===== src/rtl/udma_seq_pkg.sv =====
// Shared types for the DMA address sequencer.
// Assumes a 32-bit data bus with four byte lanes.
package udma_seq_pkg;
    localparam int LANES = 4;

    typedef enum logic [1:0] {
        SZ_BYTE = 2'd0,
        SZ_HALF = 2'd1,
        SZ_WORD = 2'd2
    } acc_size_e;
endpackage


===== src/rtl/udma_size_sel.sv =====
// Access width and lane strobe picker.
// Picks the widest naturally aligned access (1, 2 or 4 bytes) that does not
// run past the remaining count. Assumes CNT_W >= 3. The result is don't-care
// when rem is 0.
module udma_size_sel
    import udma_seq_pkg::*;
#(
    parameter int CNT_W = 16
) (
    input  logic [1:0]       addr_lo,
    input  logic [CNT_W-1:0] rem,
    output acc_size_e        size,
    output logic [2:0]       nbytes,
    output logic [LANES-1:0] strb
);
    logic [3:0] lane_end;

    // Width choice from the address offset and the remaining count.
    always_comb begin
        if (addr_lo[0] || rem == CNT_W'(1))
            size = SZ_BYTE;
        else if (addr_lo[1] || rem < CNT_W'(4))
            size = SZ_HALF;
        else
            size = SZ_WORD;
        nbytes   = 3'd1 << size;
        lane_end = {2'b00, addr_lo} + {1'b0, nbytes};
    end

    // One comparator per lane marks the lanes covered by the access.
    for (genvar i = 0; i < LANES; i++) begin : g_lane
        assign strb[i] = (4'(i) >= {2'b00, addr_lo}) && (4'(i) < lane_end);
    end
endmodule


===== src/rtl/udma_addr_reg.sv =====
// Address register and remaining-byte counter.
// Loads are accepted only while wr_allow is high. Both values step at each
// address-phase handshake. The address wraps modulo 2^ADDR_W.
module udma_addr_reg #(
    parameter int ADDR_W = 32,
    parameter int CNT_W  = 16
) (
    input  logic              clk,
    input  logic              rst_n,
    input  logic              wr_allow,
    input  logic              sw_addr_we,
    input  logic [ADDR_W-1:0] sw_addr,
    input  logic              sw_len_we,
    input  logic [CNT_W-1:0]  sw_len,
    input  logic              desc_load,
    input  logic [ADDR_W-1:0] desc_addr,
    input  logic [CNT_W-1:0]  desc_len,
    input  logic              step,
    input  logic [2:0]        nbytes,
    output logic [ADDR_W-1:0] addr,
    output logic [CNT_W-1:0]  rem
);
    // Address register: load when idle, advance at each handshake.
    always_ff @(posedge clk) begin
        if (!rst_n)
            addr <= '0;
        else if (wr_allow && desc_load)
            addr <= desc_addr;
        else if (wr_allow && sw_addr_we)
            addr <= sw_addr;
        else if (step)
            addr <= addr + ADDR_W'(nbytes);
    end

    // Remaining counter: load when idle, count down at each handshake.
    always_ff @(posedge clk) begin
        if (!rst_n)
            rem <= '0;
        else if (wr_allow && desc_load)
            rem <= desc_len;
        else if (wr_allow && sw_len_we)
            rem <= sw_len;
        else if (step)
            rem <= rem - CNT_W'(nbytes);
    end

    // a handshake moves the address and the count by the same width.
    assert_addr_step_R6: assert property (@(posedge clk) disable iff (!rst_n)
        step && !wr_allow |=> (addr == $past(addr) + ADDR_W'($past(nbytes)))
                           && (rem == $past(rem) - CNT_W'($past(nbytes))));

    // while locked and not stepping, loads cannot disturb the values.
    assert_locked_hold_R2: assert property (@(posedge clk) disable iff (!rst_n)
        !wr_allow && !step |=> $stable(addr) && $stable(rem));
endmodule


===== src/rtl/udma_term_ctrl.sv =====
// Channel enable and termination control.
// Sets the enable on start when the count is nonzero. Clears it at the
// handshake that uses up the count, or at the first handshake after a
// qualified end-of-transfer event. A single-cycle done marks every stop.
module udma_term_ctrl #(
    parameter int CNT_W = 16
) (
    input  logic clk,
    input  logic rst_n,
    input  logic start,
    input  logic eot_en,
    input  logic eot_in,
    input  logic hs,
    input  logic last,
    input  logic rem_zero,
    output logic chan_enb,
    output logic done
);
    logic eot_pend;
    logic eot_hit;
    logic stop;

    // Stop decision for the handshake in this cycle.
    always_comb begin
        eot_hit = eot_pend || (eot_en && eot_in);
        stop    = hs && (last || eot_hit);
    end

    // Enable, pending-event and done registers.
    always_ff @(posedge clk) begin
        if (!rst_n) begin
            chan_enb <= 1'b0;
            eot_pend <= 1'b0;
            done     <= 1'b0;
        end else begin
            done <= 1'b0;
            if (!chan_enb) begin
                eot_pend <= 1'b0;
                if (start) begin
                    if (rem_zero)
                        done <= 1'b1;
                    else
                        chan_enb <= 1'b1;
                end
            end else if (stop) begin
                chan_enb <= 1'b0;
                eot_pend <= 1'b0;
                done     <= 1'b1;
            end else if (eot_en && eot_in) begin
                eot_pend <= 1'b1;
            end
        end
    end

    // the channel only turns on as a result of a start pulse.
    assert_enb_needs_start_R3: assert property (@(posedge clk) disable iff (!rst_n)
        $rose(chan_enb) |-> $past(start));

    // done is raised only once the channel is already off.
    assert_done_idle_R7: assert property (@(posedge clk) disable iff (!rst_n)
        done |-> !chan_enb);

    // a held event ends the channel at the next handshake.
    assert_eot_stop_R8: assert property (@(posedge clk) disable iff (!rst_n)
        chan_enb && hs && eot_pend |=> !chan_enb && done);
endmodule


===== src/rtl/udma_addr_seq.sv =====
// Top of the unaligned DMA address sequencer.
// Joins the width picker, the address/count registers and the termination
// control. Assumes address-phase-only handshakes: each cycle with bus_req and
// bus_ready high counts as one accepted access.
module udma_addr_seq
    import udma_seq_pkg::*;
#(
    parameter int ADDR_W = 32,
    parameter int CNT_W  = 16
) (
    input  logic              clk,
    input  logic              rst_n,
    input  logic              sw_addr_we,
    input  logic [ADDR_W-1:0] sw_addr,
    input  logic              sw_len_we,
    input  logic [CNT_W-1:0]  sw_len,
    input  logic              desc_load,
    input  logic [ADDR_W-1:0] desc_addr,
    input  logic [CNT_W-1:0]  desc_len,
    input  logic              start,
    input  logic              eot_en,
    input  logic              eot_in,
    input  logic              bus_ready,
    output logic              bus_req,
    output logic [ADDR_W-1:0] bus_addr,
    output logic [1:0]        bus_size,
    output logic [3:0]        bus_strb,
    output logic [CNT_W-1:0]  rem_cnt,
    output logic              chan_enb,
    output logic              done
);
    acc_size_e  size;
    logic [2:0] nbytes;
    logic       hs;
    logic       last;

    // Handshake, last-access and request decode.
    always_comb begin
        bus_req  = chan_enb && (rem_cnt != '0);
        hs       = bus_req && bus_ready;
        last     = (rem_cnt == CNT_W'(nbytes));
        bus_size = size;
    end

    udma_size_sel #(.CNT_W(CNT_W)) u_size (
        .addr_lo (bus_addr[1:0]),
        .rem     (rem_cnt),
        .size    (size),
        .nbytes  (nbytes),
        .strb    (bus_strb)
    );

    udma_addr_reg #(.ADDR_W(ADDR_W), .CNT_W(CNT_W)) u_areg (
        .clk        (clk),
        .rst_n      (rst_n),
        .wr_allow   (!chan_enb),
        .sw_addr_we (sw_addr_we),
        .sw_addr    (sw_addr),
        .sw_len_we  (sw_len_we),
        .sw_len     (sw_len),
        .desc_load  (desc_load),
        .desc_addr  (desc_addr),
        .desc_len   (desc_len),
        .step       (hs),
        .nbytes     (nbytes),
        .addr       (bus_addr),
        .rem        (rem_cnt)
    );

    udma_term_ctrl #(.CNT_W(CNT_W)) u_term (
        .clk      (clk),
        .rst_n    (rst_n),
        .start    (start),
        .eot_en   (eot_en),
        .eot_in   (eot_in),
        .hs       (hs),
        .last     (last),
        .rem_zero (rem_cnt == '0),
        .chan_enb (chan_enb),
        .done     (done)
    );

    // an access never runs past the remaining count.
    assert_no_overrun_R4: assert property (@(posedge clk) disable iff (!rst_n)
        bus_req |-> CNT_W'(nbytes) <= rem_cnt);

    // word accesses only at word-aligned addresses.
    assert_word_aligned_R4: assert property (@(posedge clk) disable iff (!rst_n)
        bus_req && bus_size == SZ_WORD |-> bus_addr[1:0] == 2'b00);

    // the number of strobed lanes matches the access width.
    assert_strb_count_R5: assert property (@(posedge clk) disable iff (!rst_n)
        bus_req |-> $countones(bus_strb) == int'(nbytes));

    // a request appears only while the channel is on.
    assert_req_enb_R10: assert property (@(posedge clk) disable iff (!rst_n)
        bus_req |-> chan_enb);
endmodule


===== config.mk =====
export PLATFORM = sky130hd
export DESIGN_NAME = udma_addr_seq
export DESIGN_NICKNAME = d
export VERILOG_FILES = /design/src/rtl/udma_seq_pkg.sv /design/src/rtl/udma_size_sel.sv /design/src/rtl/udma_addr_reg.sv /design/src/rtl/udma_term_ctrl.sv /design/src/rtl/udma_addr_seq.sv
export SDC_FILE = /design/constraint.sdc
export NUM_CORES = 1
export LEC_CHECK = 0
export ABC_CLOCK_PERIOD_IN_PS = 3170
export BUFFER_PORTS_ARGS = -buffer_cell sky130_fd_sc_hd__buf_2
export CORE_ASPECT_RATIO = 1.75
export CORE_MARGIN = 4
export CORE_UTILIZATION = 45
export DETAILED_ROUTE_END_ITERATION = 10
export GPL_ROUTABILITY_DRIVEN = 0
export PLACE_DENSITY_LB_ADDON = 0.1
export RECOVER_POWER = 100
export REMOVE_ABC_BUFFERS = 1
export SLEW_MARGIN = 20
export SYNTH_ARGS = -nofsm -noshare
export SYNTH_HDL_FRONTEND = slang
export SYNTH_HIERARCHICAL = 1
export SYNTH_SLANG_ARGS = --single-unit
export TNS_END_PERCENT = 1

===== constraint.sdc =====
create_clock -name clk -period 3.17 [get_ports clk]
set_input_delay 0.1585 -clock clk [delete_from_list [all_inputs] [get_ports clk]]
set_output_delay 0.1585 -clock clk [all_outputs]
set_load 0.02 [all_outputs]

; ---- Word-level counts from Yosys, hierarchy flattened
; Index checks and enable logic that the tools add are counted.
[op_classes]
order_cmp = 8
addsub = 3
bitwise_logic = 2
n_eq_ne = 2
reduce_logical = 20
mux = 16
shifts = 1
[ops]
columns = cell, count
row1 = 32-bit 2-to-1 mux, 3
row2 = 16-bit 2-to-1 mux, 3
row3 = 32-bit by 3-bit adder with 32-bit output, 1
row4 = "16-bit by 1-bit equality test with 1-bit output, second input constant", 1
row5 = 16-bit by 3-bit equality test with 1-bit output, 1
row6 = 16-bit logical NOT, 1
row7 = "16-bit by 3-bit < comparator with 1-bit output, second input constant", 1
row8 = 16-bit nonzero test, 1
row9 = 16-bit by 3-bit subtractor with 16-bit output, 1
row10 = 1-bit logical AND, 10
row11 = "1-bit by 4-bit < comparator with 1-bit output, first input constant", 2
row12 = "2-bit by 4-bit < comparator with 1-bit output, first input constant", 2
row13 = 1-bit 2-to-1 mux, 8
row14 = 3-bit nonzero test, 2
row15 = 2-bit by 3-bit adder with 4-bit output, 1
row16 = "1-bit by 2-bit >= comparator with 1-bit output, first input constant", 2
row17 = 1-bit logical OR, 4
row18 = 2-bit 2-to-1 mux, 2
row19 = 3-bit OR reduction, 1
row20 = "1-bit by 2-bit left shift with 3-bit output, first input constant", 1
row21 = "2-bit >= comparator, first input constant", 1
row22 = 1-bit NOT, 2
row23 = 1-bit logical NOT, 1
[totals]
reg_bits = 51
wordCells = 57
input_bits = 105

; ---- Longest topological paths before layout
; Gate-level depths: netlist of the first run.
[logic_depth]
depth_word = 10
ltp_mapped = 11
depth_no_buf = 10

; ---- Hierarchy
; The synthesis of the first run kept the hierarchy.
[modules_own_cells]
columns = module, cells_per_inst, area_each_um2, seq_area_each_um2, instances
row1 = udma_addr_reg, 496, 3688.5, 960.9, 1
row2 = udma_size_sel, 24, 224.0, 0.0, 1
row3 = udma_term_ctrl, 13, 126.4, 60.1, 1
row4 = udma_addr_seq, 14, 91.3, 0.0, 1

; ---- Worst setup path after synthesis of the first run
; No wires, ideal clock.
[synth_path]
path_kind = reg2reg
start = register u_areg.rem[13]
end = register u_areg.rem[15]
slack_ns = -0.145
synth_period_minus_slack_ns = 3.315
setup_time_ns = 0.074
path_stages_with_launch = 11
required_time_ns = 3.096
arrival_time_ns = 3.241
path_cell_list = dfxtp_1 nor4_4 nand4_1 mux2i_1 inv_1 ha_1 nor2b_1 o21a_1 or4_4 or4_1 a31oi_1
[synth_between]
elab_chain_cells = 9
elab_cells_between_ends = 15
cone_classes = add/sub: 1 / order compare: 1 / eq/ne: 1 / shift: 1 / mux: 5 / reduce/logical: 6
[synth_rtl]
columns = element, line
row1 = start: declaration, udma_addr_reg.sv:21  ; output logic [CNT_W-1:0] rem
row2 = start signal: assignment, udma_addr_reg.sv:40  ; rem <= desc_len;
row3 = start signal: assignment, udma_addr_reg.sv:42  ; rem <= sw_len;
row4 = start signal: assignment, udma_addr_reg.sv:44  ; rem <= rem - CNT_W'(nbytes);
row5 = 16-bit by 3-bit < comparator with 1-bit output, udma_size_sel.sv:22  ; else if (addr_lo[1] || rem < CNT_W'(4))
row6 = 1-bit logical OR, udma_size_sel.sv:22
row7 = 2-bit 2-to-1 mux, udma_size_sel.sv:22
row8 = 2-bit 2-to-1 mux *, udma_size_sel.sv:20  ; if (addr_lo[0] || rem == CNT_W'(1))
row9 = 1-bit by 2-bit left shift with 3-bit output *, udma_size_sel.sv:26  ; nbytes = 3'd1 << size;
row10 = named net nbytes[1], udma_addr_seq.sv:33  ; logic [2:0] nbytes;
row11 = 16-bit by 3-bit subtractor with 16-bit output *, udma_addr_reg.sv:44
row12 = 16-bit 2-to-1 mux *, udma_addr_reg.sv:43  ; else if (step)
row13 = 16-bit 2-to-1 mux *, udma_addr_reg.sv:41  ; else if (wr_allow && sw_len_we)
row14 = 16-bit 2-to-1 mux *, udma_addr_reg.sv:39  ; else if (wr_allow && desc_load)
; Mark *: on every way through the listed nets, which the timed path passes. The rest lies on a longest branch. The select of a mux whose other input is x is not followed.
; A chain may end at the register's enable or synchronous reset.

; ---- Final worst setup path of the first run
[layout_path]
start = register u_areg.rem[6]
end = register u_areg.rem[15]
; Same word-level chain as after synthesis.

==> results of run 1 <==
-- state kept, by name, summed over array words and instances, names as in the netlist --
register	flops
u_areg/addr	32
u_areg/rem	16
u_term/chan_enb	1
u_term/done	1
u_term/eot_pend	1
-- how the worst min path moves through the flow --
stage                 endpoint  depth (start not counted)
3_5_place_dp   u_areg/addr[28]                          3
3_3_place_gp   u_areg/addr[28]                          3
6_report       u_areg/addr[28]                          3
2_1_floorplan  u_term/eot_pend                          2
4_1_cts        u_areg/addr[28]                          3
5_1_grt        u_areg/addr[28]                          3
-- through the flow --
step / total power [W] / instances
finish: 0.00269 / 848
global route: 0.00283 / 848
CTS: 0.00270 / 847
detailed placement: 0.00198 / 839
global placement: 0.00195 / 839
floorplan: 0.00150 / 505
-- worst max-delay path: stages, from the launching register on --
cell and delay, ns:
dfxtp_1 0.33, nor4_4 0.36, nand4_1 0.30, mux2i_1 0.29, inv_1 0.07, ha_1 0.29, nor2b_1 0.14, o21a_1 0.24
or4_4 0.45, or4_1 0.48, a31oi_1 0.13
-- Yosys cell counts (all sizes together), types with 6 or more instances --
master	count	area, um2
a211oi	10	80.1
a21oi	55	275
a22oi	8	60.1
a311oi	8	70.1
a31o	8	70.1
a31oi	9	56.3
and2	8	50.1
and3	7	43.8
clkbuf	37	140
dfxtp	51	1020
ha	8	100
inv	11	41.3
mux2i	7	70.1
nand2	38	143
nand3	16	80.1
nand4	13	81.3
nor2	31	116
nor2b	7	43.8
nor3	10	50.1
nor4	15	139
o21a	7	52.6
o21ai	51	255
o221a	7	78.8
o22ai	6	37.5
o31ai	6	45.0
or3	15	101
or4	9	76.3
xnor2	7	61.3
xor2	7	61.3
-- area by class of cell --
class,instances,area (um2)
Multi-Input combinational cell,442,2930
Sequential cell,51,1020
Clock buffer,6,129
Timing Repair Buffer,215,1160
Fill cell,883,3540
Clock inverter,2,60.1
Inverter,12,45.0
Tap cell,120,150
-- cell families (layout without fill, tap and decap cells) --
logic type      Yosys count  count (layout)  share of synthesized area
mux                       7               7                     0.0170
compound gates          223             223                      0.364
flops                    51              51                      0.247
buf+inv                  54             235                     0.0503
xor+xnor                 14              14                     0.0297
simple gates            188             188                      0.258
fa+ha+maj                10              10                     0.0339
-- power groups by stage --
stage | Sequential (W) | Clock, W | Combinational, W
floorplan | 0.000914 | 0 | 0.000583
global placement | 0.000817 | 0 | 0.00114
detailed placement | 0.000821 | 0 | 0.00116
CTS | 0.000807 | 0.000725 | 0.00117
global route | 0.000821 | 0.000744 | 0.00127
finish | 0.000810 | 0.000714 | 0.00117
-- per-layer routing --
metal	vias up	global-route usage
met3	70	0.0427
li1	2478	-
met2	265	0.535
met5	-	0
met1	2422	0.309
met4	0	0.198
-- timing repair --
item / CTS / global route
setup endpoints to repair: 1 / 19
pin swaps: 0 / 1
resized for setup: 1 / 4
setup buffers: 0 / 1
hold buffers: 0 / 0
==> results.py, run 1 <==
metrics = {
    "outcome": {
        "status": "complete, no violations",
    },
    "layout": {
        "utilization": 0.608,
        "design_area_um2": 5500,
        "drive_above_1_share": 0.299,
        "final_cell_mix": "121 x buf_2, 55 x a21oi_1, 54 x buf_4",
        "antenna_cells": 0,
        "layout_commonest_cell": "buf_2",
        "nNetsFinal": 842,
        "syn_to_final_growth_pct": 33.1,
    },
    "clock_network": {
        "numCtsBuffers": 5,
        "clockBufferDepth": 2,
        "cts_tree": "yes",
        "htree_num_levels": 2,
        "clk-insertion-delay-late_ns": 0.30,
        "cts_root_buf": "clkbuf_16",
        "cts_sinks": 51,
        "cts.clk_slew.worst_paths_ns": 0.07,
    },
    "place": {
        "place_area_um2": 5320,
        "dpl.hpwl_mm": 12.5,
        "place_ws_ns": -0.0191,
        "port_buffers": 161,
    },
    "detailed_routing": {
        "met2WireLength_mm": 8.50,
        "drtIter0Drc": 266,
        "wirelength_mm": 16.4,
        "dr.pass1.iters": 7,
        "viasPerCell": 6.17,
        "routed-wl-met3_mm": 1.17,
        "wl_per_cell_um": 19.3,
        "antenna_left": 0,
        "via_count": 5235,
        "dr.max_layer_used": "met4",
        "drcViolationCount": 0,
        "wl_met1_mm": 5.75,
    },
    "logic_synthesis": {
        "yosysSeqAreaShare": 0.247,
        "ys_ff_latch": 51,
        "synth_edf_count": 0,
        "ys_warn_count": 6,
        "ys_async_sr_fraction": 0,
        "syn_inst": 547,
        "syn-mean-instance-area_um2": 7.55,
        "ys_types": 68,
        "netlist_area_um2": 4130,
        "synthFlopType": "dfxtp_1",
    },
    "global_routing": {
        "grt_start_max_net_pins": 33,
        "grt_pass1_wl_mm": 25.2,
        "grt.overflow.total": 0,
        "antenna_found_initial": 0,
        "gr-usage-all-layers": 0.297,
        "grt_pass1_vias": 5261,
    },
    "setup_path": {
        "critPathKind": "flip-flop to flip-flop",
        "critPathLaunch": "u_areg/rem[6]",
        "cp_max_fo": 4,
        "ff2ff_path_depth": 10,
        "cp-endpoint": "u_areg/rem[15]",
        "cp-end-kind": "flip-flop",
        "worstSetupStartpointType": "flip-flop",
        "cp.arrival_ns": 3.40,
        "worst_ep_required_time_ns": 3.40,
        "timing.rr.end": "u_areg/rem[15]",
        "r2r-start": "u_areg/rem[6]",
        "r2r_slack_ns": 0.0005,
    },
    "die": {
        "initial_core_util": 0.457,
        "num_rows": 46,
        "pin_count": 162,
        "die_width_um": 80.4,
        "core_um2": 9040,
        "dieArea_um2": 10800,
        "die_y_um": 135,
    },
    "timing": {
        "hold_slack_ns": 0.0892,
        "setup_viol": 0,
        "hold_violations": 0,
        "fin_ws_ns": 0.000501,
        "max_freq_mhz": 316,
        "worstMarginPinSlew_ns": 0.668,
        "fin_worst_skew_ns": 0.00602,
        "finalCritPeriodShare": 1.00,
        "slew_violations": 0,
        "slew_headroom": 0.554,
        "rsz0062_at_grt": "yes",
        "min_period_ns": 3.17,
        "setup_tns_ns": 0,
    },
    "power_and_ir_drop": {
        "pwr_density_cell_nw_per_um2": 490,
        "ir_drop_v": 0.000287,
        "total_leakage_power_nw": 2.29,
        "netSwitchingFraction": 0.387,
        "seq_power_share": 0.301,
        "power.share.clock": 0.265,
        "power.switching_w": 0.00104,
        "combinationalPowerShare": 0.434,
        "p_int_w": 0.00165,
    },
    "worst_hold_path": {
        "hp-class": "input pin to flip-flop",
        "min_from": "desc_addr[28]",
    },
    "run": {
        "cap_violations": 0,
    },
}
Note: power is estimated with default switching activity, not from simulation.
==> inputs of run 2 (changes only) <==
- BUFFER_PORTS_ARGS: -buffer_cell sky130_fd_sc_hd__buf_2 -> default
- CORE_UTILIZATION: 45 -> 59
- DONT_BUFFER_PORTS: default -> 1
==> results.py, run 2 (synthesis gave the netlist of run 1 again) <==
metrics = {
    "detailed_routing": {
        "wirelength_mm": 15.2,
        "drcViolationCount": 0,
        "via_count": 4778,
        "viasPerCell": 7.33,
        "drtIter0Drc": 396,
        "antenna_left": 0,
        "wl_per_cell_um": 23.4,
        "dr.pass1.iters": 6,
    },
    "layout": {
        "finalNonFillerCells": 652,
        "layout_commonest_cell": "a21oi_1",
        "nNetsFinal": 682,
        "syn_to_final_growth_pct": 11.8,
        "drive_above_1_share": 0.151,
        "antenna_cells": 0,
        "reg_top3": "u_areg/addr x32, u_areg/rem x16",
        "top_register": "u_areg/addr",
        "largest_reg_flops": 32,
        "final_cell_mix": "54 x a21oi_1, 51 x o21ai_0, 49 x dfxtp_1",
    },
    "place": {
        "port_buffers": 0,
        "placedCellCount": 636,
        "dpl.hpwl_mm": 10.8,
    },
    "global_routing": {
        "gr-usage-all-layers": 0.344,
        "grt_pass1_wl_mm": 23.4,
        "grt_start_max_net_pins": 43,
        "antenna_found_initial": 0,
        "grt_pass1_vias": 4660,
        "grt.overflow.total": 0,
    },
    "timing": {
        "slew_headroom": 0.385,
        "setup_tns_ns": 0,
        "rsz0062_at_grt": "yes",
        "setup_viol": 0,
        "hold_violations": 0,
        "finalCritPeriodShare": 0.972,
        "hold_slack_ns": 0.00287,
        "fin_worst_skew_ns": 0.00778,
        "slew_violations": 0,
        "max_freq_mhz": 325,
        "min_period_ns": 3.08,
        "worstMarginPinSlew_ns": 0.922,
    },
    "run": {
        "cap_violations": 0,
    },
    "clock_network": {
        "cts_tree": "yes",
        "cts.clk_slew.worst_paths_ns": 0.08,
        "cts_root_buf": "clkbuf_16",
        "cts_sinks": 51,
        "clk-insertion-delay-late_ns": 0.30,
        "htree_num_levels": 2,
        "numCtsBuffers": 5,
        "clockBufferDepth": 2,
    },
    "die": {
        "pin_count": 162,
        "core_um2": 6860,
        "initial_core_util": 0.602,
        "die_width_um": 71.2,
        "die_y_um": 119,
        "num_rows": 40,
        "dieArea_um2": 8460,
    },
    "setup_path": {
        "critPathKind": "flip-flop to flip-flop",
        "cp-end-kind": "flip-flop",
        "worst_ep_required_time_ns": 3.37,
        "worstSetupStartpointType": "flip-flop",
        "cp.arrival_ns": 3.28,
        "cp_max_fo": 5,
    },
    "power_and_ir_drop": {
        "ir_drop_v": 0.000417,
        "total_power_w": 0.00242,
        "pwr_density_cell_nw_per_um2": 523,
        "total_leakage_power_nw": 1.68,
    },
    "worst_hold_path": {
        "hp-class": "input pin to flip-flop",
    },
    "outcome": {
        "status": "complete, no violations",
    },
}
## run 2: cell count changes in the layout (fill, tap and decap cells not counted), moves of 2 or more
cell / change
clkbuf_1: -26
bufinv_16: -2
clkinv_2: +3
buf_2: -121
buf_4: -17
dfxtp_1: -2
dlygate4sd3_1: +2
## run 2: per-layer routing
metal  up-vias  share of wire  GRT usage
met4         0          0.060      0.218
met5         -              0          0
met1      2207           0.33      0.365
met2       332           0.51      0.588
li1       2167              -          -
met3        72           0.10     0.0860
## run 2: cell type report
| class | count | area (um2) |
|---|---|---|
| inverters | 12 | 45.0 |
| multi-input cells | 442 | 2940 |
| well taps | 84 | 105 |
| fillers | 620 | 2240 |
| clock inverters | 3 | 15.0 |
| clock buffers | 5 | 125 |
| repair buffers | 55 | 362 |
| flip-flops and latches | 51 | 1030 |
## run 2: worst paths after layout
| path | startpoint | end | slack (ns) | cells after the start |
|---|---|---|---|---|
| setup / recovery | u_areg/rem[10] | u_areg/rem[15] | 0.09 | 10 |
| hold / removal | rst_n | u_areg/rem[3] | 0.003 | 1 |
| setup reg to reg | u_areg/rem[10] | u_areg/rem[15] | 0.09 | 10 |
| hold reg to reg | u_term/eot_pend | u_term/eot_pend | 0.53 | 2 |
## run 2: per-stage QoR
| step | utilization | instance area, um2 | setup WS (ns) |
|---|---|---|---|
| floorplan | - | 3970 | -0.151 |
| global placement | 0.646 | 4430 | 0.202 |
| detailed placement | 0.646 | 4430 | 0.0492 |
| CTS | 0.668 | 4580 | 0.0303 |
| global route | 0.674 | 4620 | -0.00188 |
| finish | 0.674 | 4620 | 0.0899 |
## run 2: repair_timing
item                                   4_1_cts  5_1_grt
hold buffers                                 1        1
buffers inserted                             0        6
resized for setup                            0       10
setup endpoints to repair                    0       13
endpoints found under the hold margin        7        1
## run 2: power by group
part,leakage (nW),internal [W],switching [W],total [W]
clock,0.0733,0.000290,0.000261,0.000551
combinational,1.19,0.000411,0.000608,0.00102
sequential,0.422,0.000714,0.000132,0.000847
total,1.68,0.00142,0.00100,0.00242
## run 2: worst max-delay path, stage by stage, from the launching register on
cell and delay, ns:
dfxtp_1 0.35, nor4_4 0.30, nand4_1 0.26, mux2i_1 0.26
inv_1 0.07, ha_1 0.28, nor2b_1 0.13, o21a_2 0.25
or4_4 0.45, or4_1 0.41, a31oi_1 0.22
